[src/rtl/sst_pkg.sv]
package sst_pkg;
  typedef enum logic {
    XFER_SINGLE = 1'b0,
    XFER_DOUBLE = 1'b1
  } xfer_mode_e;
endpackage

[src/rtl/sst_clkdiv.sv]
module sst_clkdiv #(
  parameter int DIV_W = 8
) (
  input  logic             clk,
  input  logic             rst,
  input  logic             run,
  input  logic             restart,
  input  logic [DIV_W-1:0] div_val,
  output logic             tick
);
  logic [DIV_W-1:0] cnt_q;
  logic [DIV_W-1:0] div_eff;

  // A zero divisor is treated as one system cycle per half period.
  assign div_eff = (div_val == '0) ? DIV_W'(1) : div_val;
  assign tick    = run && (cnt_q >= (div_eff - DIV_W'(1)));

  always_ff @(posedge clk) begin
    if (rst || restart || !run) begin
      cnt_q <= '0;
    end else if (tick) begin
      cnt_q <= '0;
    end else begin
      cnt_q <= cnt_q + DIV_W'(1);
    end
  end
endmodule

[src/rtl/sst_shifter.sv]
module sst_shifter
  import sst_pkg::*;
#(
  parameter int DATA_W = 8
) (
  input  logic              clk,
  input  logic              rst,
  input  logic              load,
  input  logic [DATA_W-1:0] load_data,
  input  xfer_mode_e        load_mode,
  input  logic              tick,
  output logic              sclk,
  output logic              txd,
  output logic              busy,
  output logic              done,
  output xfer_mode_e        cur_mode
);
  localparam int CNT_W = (DATA_W > 1) ? $clog2(DATA_W) : 1;

  logic [DATA_W-1:0] sr_q;
  logic [CNT_W-1:0]  bit_q;
  logic              sclk_q;
  logic              txd_q;
  logic              busy_q;
  xfer_mode_e        mode_q;
  logic              last_bit;

  assign last_bit = (bit_q == CNT_W'(DATA_W - 1));
  // The byte ends one half period after the rising edge of its last bit.
  assign done     = busy_q && tick && sclk_q && last_bit;

  always_ff @(posedge clk) begin
    if (rst) begin
      sr_q   <= '0;
      bit_q  <= '0;
      sclk_q <= 1'b1;
      txd_q  <= 1'b1;
      busy_q <= 1'b0;
      mode_q <= XFER_SINGLE;
    end else if (load) begin
      // Loading drives sclk low: this is the falling edge that presents bit 0.
      sr_q   <= load_data;
      bit_q  <= '0;
      sclk_q <= 1'b0;
      txd_q  <= load_data[0];
      busy_q <= 1'b1;
      mode_q <= load_mode;
    end else if (done) begin
      sclk_q <= 1'b1;
      txd_q  <= 1'b1;
      busy_q <= 1'b0;
    end else if (busy_q && tick) begin
      if (!sclk_q) begin
        sclk_q <= 1'b1;
      end else begin
        sclk_q <= 1'b0;
        sr_q   <= sr_q >> 1;
        txd_q  <= sr_q[1];
        bit_q  <= bit_q + CNT_W'(1);
      end
    end
  end

  assign sclk     = sclk_q;
  assign txd      = txd_q;
  assign busy     = busy_q;
  assign cur_mode = mode_q;
endmodule

[src/rtl/sst_bufctl.sv]
module sst_bufctl
  import sst_pkg::*;
#(
  parameter int DATA_W = 8
) (
  input  logic              clk,
  input  logic              rst,
  input  logic              wr_stb,
  input  logic [DATA_W-1:0] wr_data,
  input  logic              dbuf_en,
  input  logic              busy,
  input  logic              done,
  input  xfer_mode_e        cur_mode,
  output logic              load,
  output logic [DATA_W-1:0] load_data,
  output xfer_mode_e        load_mode,
  output logic              irq,
  output logic              buf_empty,
  output logic              overrun
);
  logic [DATA_W-1:0] buf_q;
  logic              full_q;
  logic              irq_q;
  logic              ovr_q;
  logic              move;
  logic              accept;
  logic              lost;

  assign move = full_q && (!busy || done);

  // Single-buffered mode only takes a write when nothing is pending or shifting.
  assign accept = wr_stb && (dbuf_en || (!busy && !full_q));
  assign lost   = wr_stb && ((dbuf_en && full_q && !move) ||
                             (!dbuf_en && (busy || full_q)));

  always_ff @(posedge clk) begin
    if (rst) begin
      buf_q  <= '0;
      full_q <= 1'b0;
      irq_q  <= 1'b0;
      ovr_q  <= 1'b0;
    end else begin
      if (accept) begin
        buf_q <= wr_data;
      end
      if (accept) begin
        full_q <= 1'b1;
      end else if (move) begin
        full_q <= 1'b0;
      end
      irq_q <= (move && dbuf_en) || (done && (cur_mode == XFER_SINGLE));
      if (lost) begin
        ovr_q <= 1'b1;
      end
    end
  end

  assign load      = move;
  assign load_data = buf_q;
  assign load_mode = dbuf_en ? XFER_DOUBLE : XFER_SINGLE;
  assign irq       = irq_q;
  // A single-buffered byte keeps the buffer occupied until it finishes.
  assign buf_empty = !full_q && !(busy && (cur_mode == XFER_SINGLE));
  assign overrun   = ovr_q;
endmodule

[src/rtl/sst_tx.sv]
module sst_tx
  import sst_pkg::*;
#(
  parameter int DATA_W = 8,
  parameter int DIV_W  = 8
) (
  input  logic              clk,
  input  logic              rst,
  input  logic              dbuf_en,
  input  logic [DIV_W-1:0]  div_val,
  input  logic              wr_stb,
  input  logic [DATA_W-1:0] wr_data,
  output logic              sclk,
  output logic              txd,
  output logic              tx_irq,
  output logic              buf_empty,
  output logic              overrun,
  output logic              busy
);
  logic              load;
  logic [DATA_W-1:0] load_data;
  xfer_mode_e        load_mode;
  xfer_mode_e        cur_mode;
  logic              tick;
  logic              done;

  sst_clkdiv #(.DIV_W(DIV_W)) u_div (
    .clk     (clk),
    .rst     (rst),
    .run     (busy),
    .restart (load),
    .div_val (div_val),
    .tick    (tick)
  );

  sst_shifter #(.DATA_W(DATA_W)) u_shift (
    .clk       (clk),
    .rst       (rst),
    .load      (load),
    .load_data (load_data),
    .load_mode (load_mode),
    .tick      (tick),
    .sclk      (sclk),
    .txd       (txd),
    .busy      (busy),
    .done      (done),
    .cur_mode  (cur_mode)
  );

  sst_bufctl #(.DATA_W(DATA_W)) u_buf (
    .clk       (clk),
    .rst       (rst),
    .wr_stb    (wr_stb),
    .wr_data   (wr_data),
    .dbuf_en   (dbuf_en),
    .busy      (busy),
    .done      (done),
    .cur_mode  (cur_mode),
    .load      (load),
    .load_data (load_data),
    .load_mode (load_mode),
    .irq       (tx_irq),
    .buf_empty (buf_empty),
    .overrun   (overrun)
  );
endmodule

[config.mk]
export PLATFORM = sky130hd
export DESIGN_NAME = sst_tx
export DESIGN_NICKNAME = d
export VERILOG_FILES = /design/src/rtl/sst_pkg.sv /design/src/rtl/sst_clkdiv.sv /design/src/rtl/sst_shifter.sv /design/src/rtl/sst_bufctl.sv /design/src/rtl/sst_tx.sv
export SDC_FILE = /design/constraint.sdc
export NUM_CORES = 1
export LEC_CHECK = 0
export BUFFER_PORTS_ARGS = -buffer_cell sky130_fd_sc_hd__buf_2
export CORE_ASPECT_RATIO = 0.75
export CORE_MARGIN = 5
export CORE_UTILIZATION = 55
export CTS_BUF_LIST = sky130_fd_sc_hd__clkbuf_16
export CTS_CLUSTER_DIAMETER = 40
export CTS_CLUSTER_SIZE = 14
export DETAILED_ROUTE_END_ITERATION = 10
export PLACE_DENSITY = 0.78
export SETUP_SLACK_MARGIN = 0.05
export SLEW_MARGIN = 20
export SYNTH_ARGS = -nofsm -noshare
export SYNTH_HDL_FRONTEND = slang
export SYNTH_SLANG_ARGS = --single-unit
[constraint.sdc]
create_clock -name clk -period 5.4 [get_ports clk]
set_input_delay 1.35 -clock clk [delete_from_list [all_inputs] [get_ports clk]]
set_output_delay 1.35 -clock clk [all_outputs]
set_load 0.01 [all_outputs]
==> metrics.md, run 1 <==
| Metric | Value |
|---|---|
| Area Overhead vs Synth | `16.4%` |
| H-tree levels | `2` |
| Clock Pin Slew Worst Setup and Hold Paths | `approximately 50 ps` |
| Commonest cells post-synth | `dfxtp_1, nor2_1, mux2i_1` |
| RSZ-0062 raised after global routing | `no` |
| Synth Warn # | `0` |
| Seq/Total Area, Yosys | `between 30% and 40%` |
| Worst Hold Class | `flop to flop` |
| Die extent in y | `57.5 µm` |
| Initial DRC Count | `around 150` |
| Synth area leaders | `dfxtp_1, mux2i_1, ha_1` |
| Tightest Pin Transition | `~450 ps` |
| Core area | `between 2000 and 3000 µm²` |
| Worst setup SP type | `input port` |
| Largest stage delay on the critical path | `between 400 and 500 ps` |
| Slew margin rel. | `70.1%` |
| Syn_nets | `about 220` |
| Final hold vios | `0` |
| Tot Pwr | `~0.6 mW` |
| Crit. End Element | `flop` |
| Leakage | `roughly 0.82 nW` |
| Clk_lat worst skew | `between 200 and 300 ps` |
| Inst Count DP | `241` |
| Skew final | `around 3.8 ps` |
| Non-Filler Instances | `roughly 250` |
| Period utilization | `a little under nine tenths` |
| Minimum clock period | `about 4600 ps` |
| Drt wl/cell | `between 10 and 15 µm` |
| Share of cells above drive strength 1 | `roughly 17%` |
| Antenna viol nets, final | `0` |
| Setup TNS Final | `0 ps` |
| Vias in the first global route | `approximately 1300` |
| Pre-CTS WS | `around 570 ps` |
| CP Data Arrival Time | `4770 ps` |
| Count leader, synth | `dfxtp_1` |
| Resize count post-CTS | `0` |
| Drc violations | `0` |
| Post-Syn Area per Cell | `~9.0 µm²` |
| Crit Path Class | `input port to flop` |
| Hold bufs inserted after CTS | `0` |
| WP data required | `between 5000 and 6000 ps` |
| Total Wirelength | `around 3600 µm` |
| Area leader, netlist | `dfxtp_1` |
| CP cell instances | `buf_2 > or3_1 > or4_1 > nor2_1 > nor2_1 > ha_1 > nor3b_1 > xnor2_1 > ha_1 > nand4_1 > a21oi_1 > a21oi_2 > nor3_1 > buf_4 > mux2i_1 > a211oi_1` |
| First-pass GRT wire length | `6070 µm` |
| Vias per cell | `about 5.7` |
| #FFs+latches synth | `33` |
| Antenna violations before repair | `0` |
| PwrDens | `304 nW/µm²` |
| Layout Utilization | `between 60 and 70%` |
| Final instance area | `just under 2000 µm²` |
| Setup violations, final | `0` |
| Initial Utilization | `between 50% and 60%` |
| First-pass iteration count of the detailed router | `4` |
| Gr usage total | `18.6%` |
| Post-synth EDFFs | `0` |
| Yosys cell types | `36` |
| Final hold slack | `about 460 ps` |
| Placed instance area | `roughly 1800 µm²` |
| Peak supply drop | `between 0.2 and 0.25 mV` |
| Ys flop type | `dfxtp_1` |
| Slowest cell on crit path | `or4_1` |
| PortBufs | `25` |
| CTS tree | `done` |
| Ys async rst share | `0%` |
| Setup Buffers After CTS | `0` |
| Worst-path fanout max | `10` |
| Num Clock Sinks | `33` |
| Slew Viols, Final | `0` |
| Placer Congestion | `around 0.85` |
| Total CTS buffers | `5` |
| Root Driver | `clkbuf_16` |
| Nets@finish | `242` |
| Die ar. | `4220 µm²` |
| MaxCap Viol Count | `0` |
| Cell Area, Synth | `~1700 µm²` |
| Mapped Cells | `183` |
| Diode count | `0` |
| Fmax | `0.216 GHz` |
| DR vias | `between 1000 and 1500` |
| Grt total ovfl | `0` |
| Hpwl dp | `about 2700 µm` |
| Site Rows | `17` |
| IO Count | `26` |
| Status | `finished, final reports clean` |
| Top cell type's share of synthesized area | `approximately two fifths` |
| Pin count of the biggest net entering global routing | `26` |
| Slack of the critical path | `approximately 770 ps` |
| Clk buf depth | `2` |
| Die Width | `roughly 73 µm` |
-- cells by family after synthesis --
group | after synthesis | synth area share, %
DFF | 33 | 39.9
buffers and inverters | 14 | 4.54
xor gates and xnor gates | 12 | 6.35
and+or+nand+nor | 68 | 18.9
AOI/OAI and AO/OA | 28 | 11.5
adders and majority gates | 12 | 9.08
muxes | 16 | 9.68
-- metal layers --
metal  share of wire (%)  wire length [µm]  vias up  track usage [%]
met5                   0                 0        -                0
met4                 1.3                49        0             6.72
met3                 7.7               281        8             5.63
met2                  46              1690       51             29.0
met1                  44              1620      650             24.3
li1                    -                 -      694                -
-- placed cells by master, fill, tap and decap left out, types with 2 or more instances in the layout --
cell / n
a21oi_2: 2
buf_4: 2
xnor2_1: 6
nand4_1: 2
mux2i_1: 16
nor3_1: 4
a211oi_1: 6
nand2_1: 11
o21ai_0: 3
nand3_1: 7
nor4_1: 3
and3_1: 2
ha_1: 12
inv_1: 8
a21oi_1: 9
buf_2: 25
xor2_1: 6
dfxtp_1: 33
nor2_1: 31
clkbuf_16: 5
-- registers in the layout, summed over array words and instances, names as in the netlist --
| register | flops |
|---|---|
| u_buf.irq | 1 |
| u_shift.txd | 1 |
| u_shift.cur_mode | 1 |
| u_buf.full_q | 1 |
| u_shift.sr_q | 7 |
| u_buf.load_data | 8 |
| u_shift.sclk | 1 |
| u_buf.overrun | 1 |
| u_shift.bit_q | 3 |
| u_shift.busy | 1 |
| u_div.cnt_q | 8 |
-- where the power goes --
part	switching, mW	internal (mW)	total (mW)
logic	0.0369	0.0290	0.0659
registers	0.00953	0.256	0.266
clock network	0.0902	0.164	0.254
-- area by class of cell --
type	count	area, µm²
fill	249	988
timing repair buffer	27	140
clock buffer	5	125
sequential	33	661
inverter	7	26.3
tap	38	47.5
clock inverter	2	7.51
multi-input combinational	136	918
-- critical path, delay by kind of cell --
kind            cells  cell delay, ps
compound gates      3             440
xor+xnor            1             150
fa+ha+maj           2             550
buf+inv             2             370
mux                 1             230
simple gates        7            1680
-- worst paths after layout --
| kind | from | endpoint | slack (ps) | cells past startpoint |
|---|---|---|---|---|
| worst min-delay path | u_buf.load_data[7] | u_shift.sr_q[7] | 460 | 2 |
| worst max-delay path | div_val[3] | u_shift.sr_q[2] | 770 | 16 |
| worst max register to register | u_div.cnt_q[0] | u_shift.sr_q[3] | 2990 | 9 |
| worst min register to register | u_buf.load_data[7] | u_shift.sr_q[7] | 460 | 2 |
No activity file was read; power rests on OpenSTA's default activity.
==> run 2: changes to the inputs <==
--- a/config.mk
+++ b/config.mk
@@ -5,16 +5,18 @@
 export SDC_FILE = /design/constraint.sdc
 export NUM_CORES = 1
 export LEC_CHECK = 0
+export ABC_AREA = 1
 export BUFFER_PORTS_ARGS = -buffer_cell sky130_fd_sc_hd__buf_2
 export CORE_ASPECT_RATIO = 0.75
 export CORE_MARGIN = 5
-export CORE_UTILIZATION = 55
+export CORE_UTILIZATION = 56
 export CTS_BUF_LIST = sky130_fd_sc_hd__clkbuf_16
 export CTS_CLUSTER_DIAMETER = 40
 export CTS_CLUSTER_SIZE = 14
 export DETAILED_ROUTE_END_ITERATION = 10
-export PLACE_DENSITY = 0.78
+export PLACE_DENSITY = 0.79
 export SETUP_SLACK_MARGIN = 0.05
+export SKIP_CTS_REPAIR_TIMING = 1
 export SLEW_MARGIN = 20
 export SYNTH_ARGS = -nofsm -noshare
 export SYNTH_HDL_FRONTEND = slang
==> metrics.md, run 2 <==
| Metric | Value |
|---|---|
| Cell Area, Synth | `roughly 1700 µm²` |
| CTS tree | `done` |
| Synth area leaders | `dfxtp_1, ha_1, nand3_1` |
| Die Width | `around 74 µm` |
| Drc violations | `0` |
| Initial Utilization | `slightly below 60%` |
| Flop pwr share | `between 40% and 50%` |
| Ys async rst share | `0%` |
| #FFs+latches synth | `33` |
| DR vias | `around 1500` |
| Setup violations, final | `0` |
| Layout Utilization | `68.6%` |
| Final hold slack | `462 ps` |
| Setup TNS Final | `0 ps` |
| Peak supply drop | `between 0.2 and 0.25 mV` |
| Core area | `2960 µm²` |
| Worst Hold Class | `flop to flop` |
| IO Count | `26` |
| R2R Path Start | `u_div.cnt_q[0]` |
| Share of cells above drive strength 1 | `between 10% and 20%` |
| Switching share of power | `a little under a quarter` |
| Reg2reg end | `u_div.cnt_q[6]` |
| Antenna violations before repair | `0` |
| Vias per cell | `approximately 5` |
| Syn_nets | `roughly 260` |
| Commonest non-fill, non-tap cells in the layout | `nand2_1, dfxtp_1, nand3_1` |
| Commonest cells post-synth | `dfxtp_1, nand2_1, nand3_1` |
| WP data required | `about 5600 ps` |
| Top cell type's share of synthesized area | `about two fifths` |
| Diode count | `0` |
| Clock Pin Slew Worst Setup and Hold Paths | `around 50 ps` |
| Site Rows | `17` |
| First-pass GRT wire length | `a little over 6000 µm` |
| Gr usage total | `between 10% and 20%` |
| Filler cells | `~250` |
| First-pass iteration count of the detailed router | `4` |
| Placer Congestion | `around 0.80` |
| Crit Path Class | `input port to flop` |
| Fmax | `0.256 GHz` |
| Area leader, netlist | `dfxtp_1` |
| Clock power frac | `approximately half` |
| Reg-to-reg setup timing slack | `between 3000 and 4000 ps` |
| Area Overhead vs Synth | `16.6%` |
| Hold Crit Endpoint | `u_buf.irq` |
| Reg2Reg Depth | `13` |
| Total Wirelength | `around 3600 µm` |
| Crit. End Element | `flop` |
| Die ar. | `between 4000 and 5000 µm²` |
| Skew final | `just under 3 ps` |
| Slew Viols, Final | `0` |
| PortBufs | `25` |
| P_sw | `0.146 mW` |
| Die extent in y | `~58 µm` |
| CP Data Arrival Time | `between 4000 and 5000 ps` |
| Initial DRC Count | `76` |
| Crit path from | `div_val[2]` |
| Final hold vios | `0` |
| Yosys cell types | `26` |
| Mapped Cells | `between 200 and 250` |
| Worst-path fanout max | `18` |
| Minimum clock period | `between 3000 and 4000 ps` |
| Min-Delay Startpoint | `u_shift.cur_mode` |
| Synth Warn # | `0` |
| RSZ-0062 raised after global routing | `no` |
| Num Clock Sinks | `33` |
| Cell Int Power | `between 0.4 and 0.5 mW` |
| Antenna viol nets, final | `0` |
| MaxCap Viol Count | `0` |
| Total CTS buffers | `5` |
| Slew margin rel. | `70.2%` |
| Root Driver | `clkbuf_16` |
| Seq/Total Area, Yosys | `between 30% and 40%` |
| Status | `finished, final reports clean` |
| WHS Path Cells | `1` |
| Nets@finish | `282` |
| Clk_lat worst skew | `270 ps` |
| PwrDens | `about 320 nW/µm²` |
| Post-synth EDFFs | `0` |
| Post-Syn Area per Cell | `7.72 µm²` |
| Worst setup SP type | `input port` |
| H-tree levels | `2` |
| Period utilization | `between 70% and 80%` |
| Grt total ovfl | `0` |
| Pin count of the biggest net entering global routing | `19` |
| Footprint of the multi-input gates | `roughly 930 µm²` |
| Tightest Pin Transition | `roughly 450 ps` |
| Hpwl dp | `approximately 2600 µm` |
| Ys flop type | `dfxtp_1` |
| Seq. cell area | `661 µm²` |
| Leakage | `approximately 0.94 nW` |
| Clk buf depth | `2` |
| Logic pwr share | `roughly a tenth` |
| Drt wl/cell | `between 10 and 15 µm` |
| Vias in the first global route | `approximately 1400` |
## run 2: cell count changes in the layout (fill, tap and decap cells not counted), moves of 12 or more
cell / delta
a21oi_1: +12
nand2_1: +22
nand3_1: +21
mux2i_1: -16
inv_1: +18
## run 2: worst max-delay path by stage
stage | cells after the start | slack (ps) | endpoint
5_1_grt | 20 | 1170 | u_div.cnt_q[7]
3_5_place_dp | 20 | 1210 | u_shift.cur_mode
3_3_place_gp | 20 | 1330 | u_shift.cur_mode
2_1_floorplan | 20 | 1680 | u_shift.txd
6_report | 20 | 1490 | u_shift.cur_mode
4_1_cts | 20 | 1490 | u_shift.cur_mode
## run 2: cells by family (layout without fill, tap and decap cells)
group / Yosys count / after routing / share of synthesized area [%]
xor+xnor: 12 / 12 / 6.05
buf+inv: 33 / 59 / 8.28
fa+ha+maj: 12 / 12 / 8.64
compound gates: 36 / 36 / 11.6
flops: 33 / 33 / 38.0
simple gates: 99 / 99 / 27.4
## run 2: per-layer routing
| layer | global-route usage, % | part of all wire, % | vias to the layer above |
|---|---|---|---|
| li1 | - | - | 794 |
| met1 | 27.4 | 52 | 645 |
| met2 | 25.9 | 41 | 42 |
| met3 | 5.72 | 6.3 | 6 |
| met4 | 6.85 | 1.2 | 0 |
| met5 | 0 | 0 | - |
## run 2: cell type report
type                            instances  share of cell area [%]
Tap cell                               38                    2.35
Clock inverter                          3                    1.85
Clock buffer                            5                    6.17
Sequential cell                        33                    32.6
Multi-Input combinational cell        159                    46.0
Inverter                               26                    4.81
Timing Repair Buffer                   25                    6.17
## run 2: through the flow
stage                     total power, mW  cell area (µm²)  instances  setup slack [ps]
after global placement              0.337             1860        281              1330
after CTS                           0.647             2030        289              1490
after global routing                0.673             2030        289              1170
after floorplan                     0.318             1740        225              1680
final                               0.643             2030        289              1490
after detailed placement            0.338             1860        281              1210
## run 2: power groups by stage
stage	logic, mW	registers [mW]	clock network, mW
after floorplan	0.0481	0.270	0
after global placement	0.0658	0.271	0
after detailed placement	0.0669	0.271	0
after CTS	0.0678	0.266	0.313
after global routing	0.0781	0.268	0.327
final	0.0676	0.266	0.309
## run 2: critical path, stage by stage
cell     delay (ps)
buf_2           120
nor2_1           80
inv_1            60
nor3_1          190
a31o_2          200
inv_1            70
ha_1            200
nand2_1         110
nor3_1           70
xor2_1          120
inv_1            50
ha_1            260
nand2_1          70
o21a_1          190
nand2_2         100
nand4_2         120
nand2_2         220
nand2_4         170
nand2_1         190
o21ai_0         110
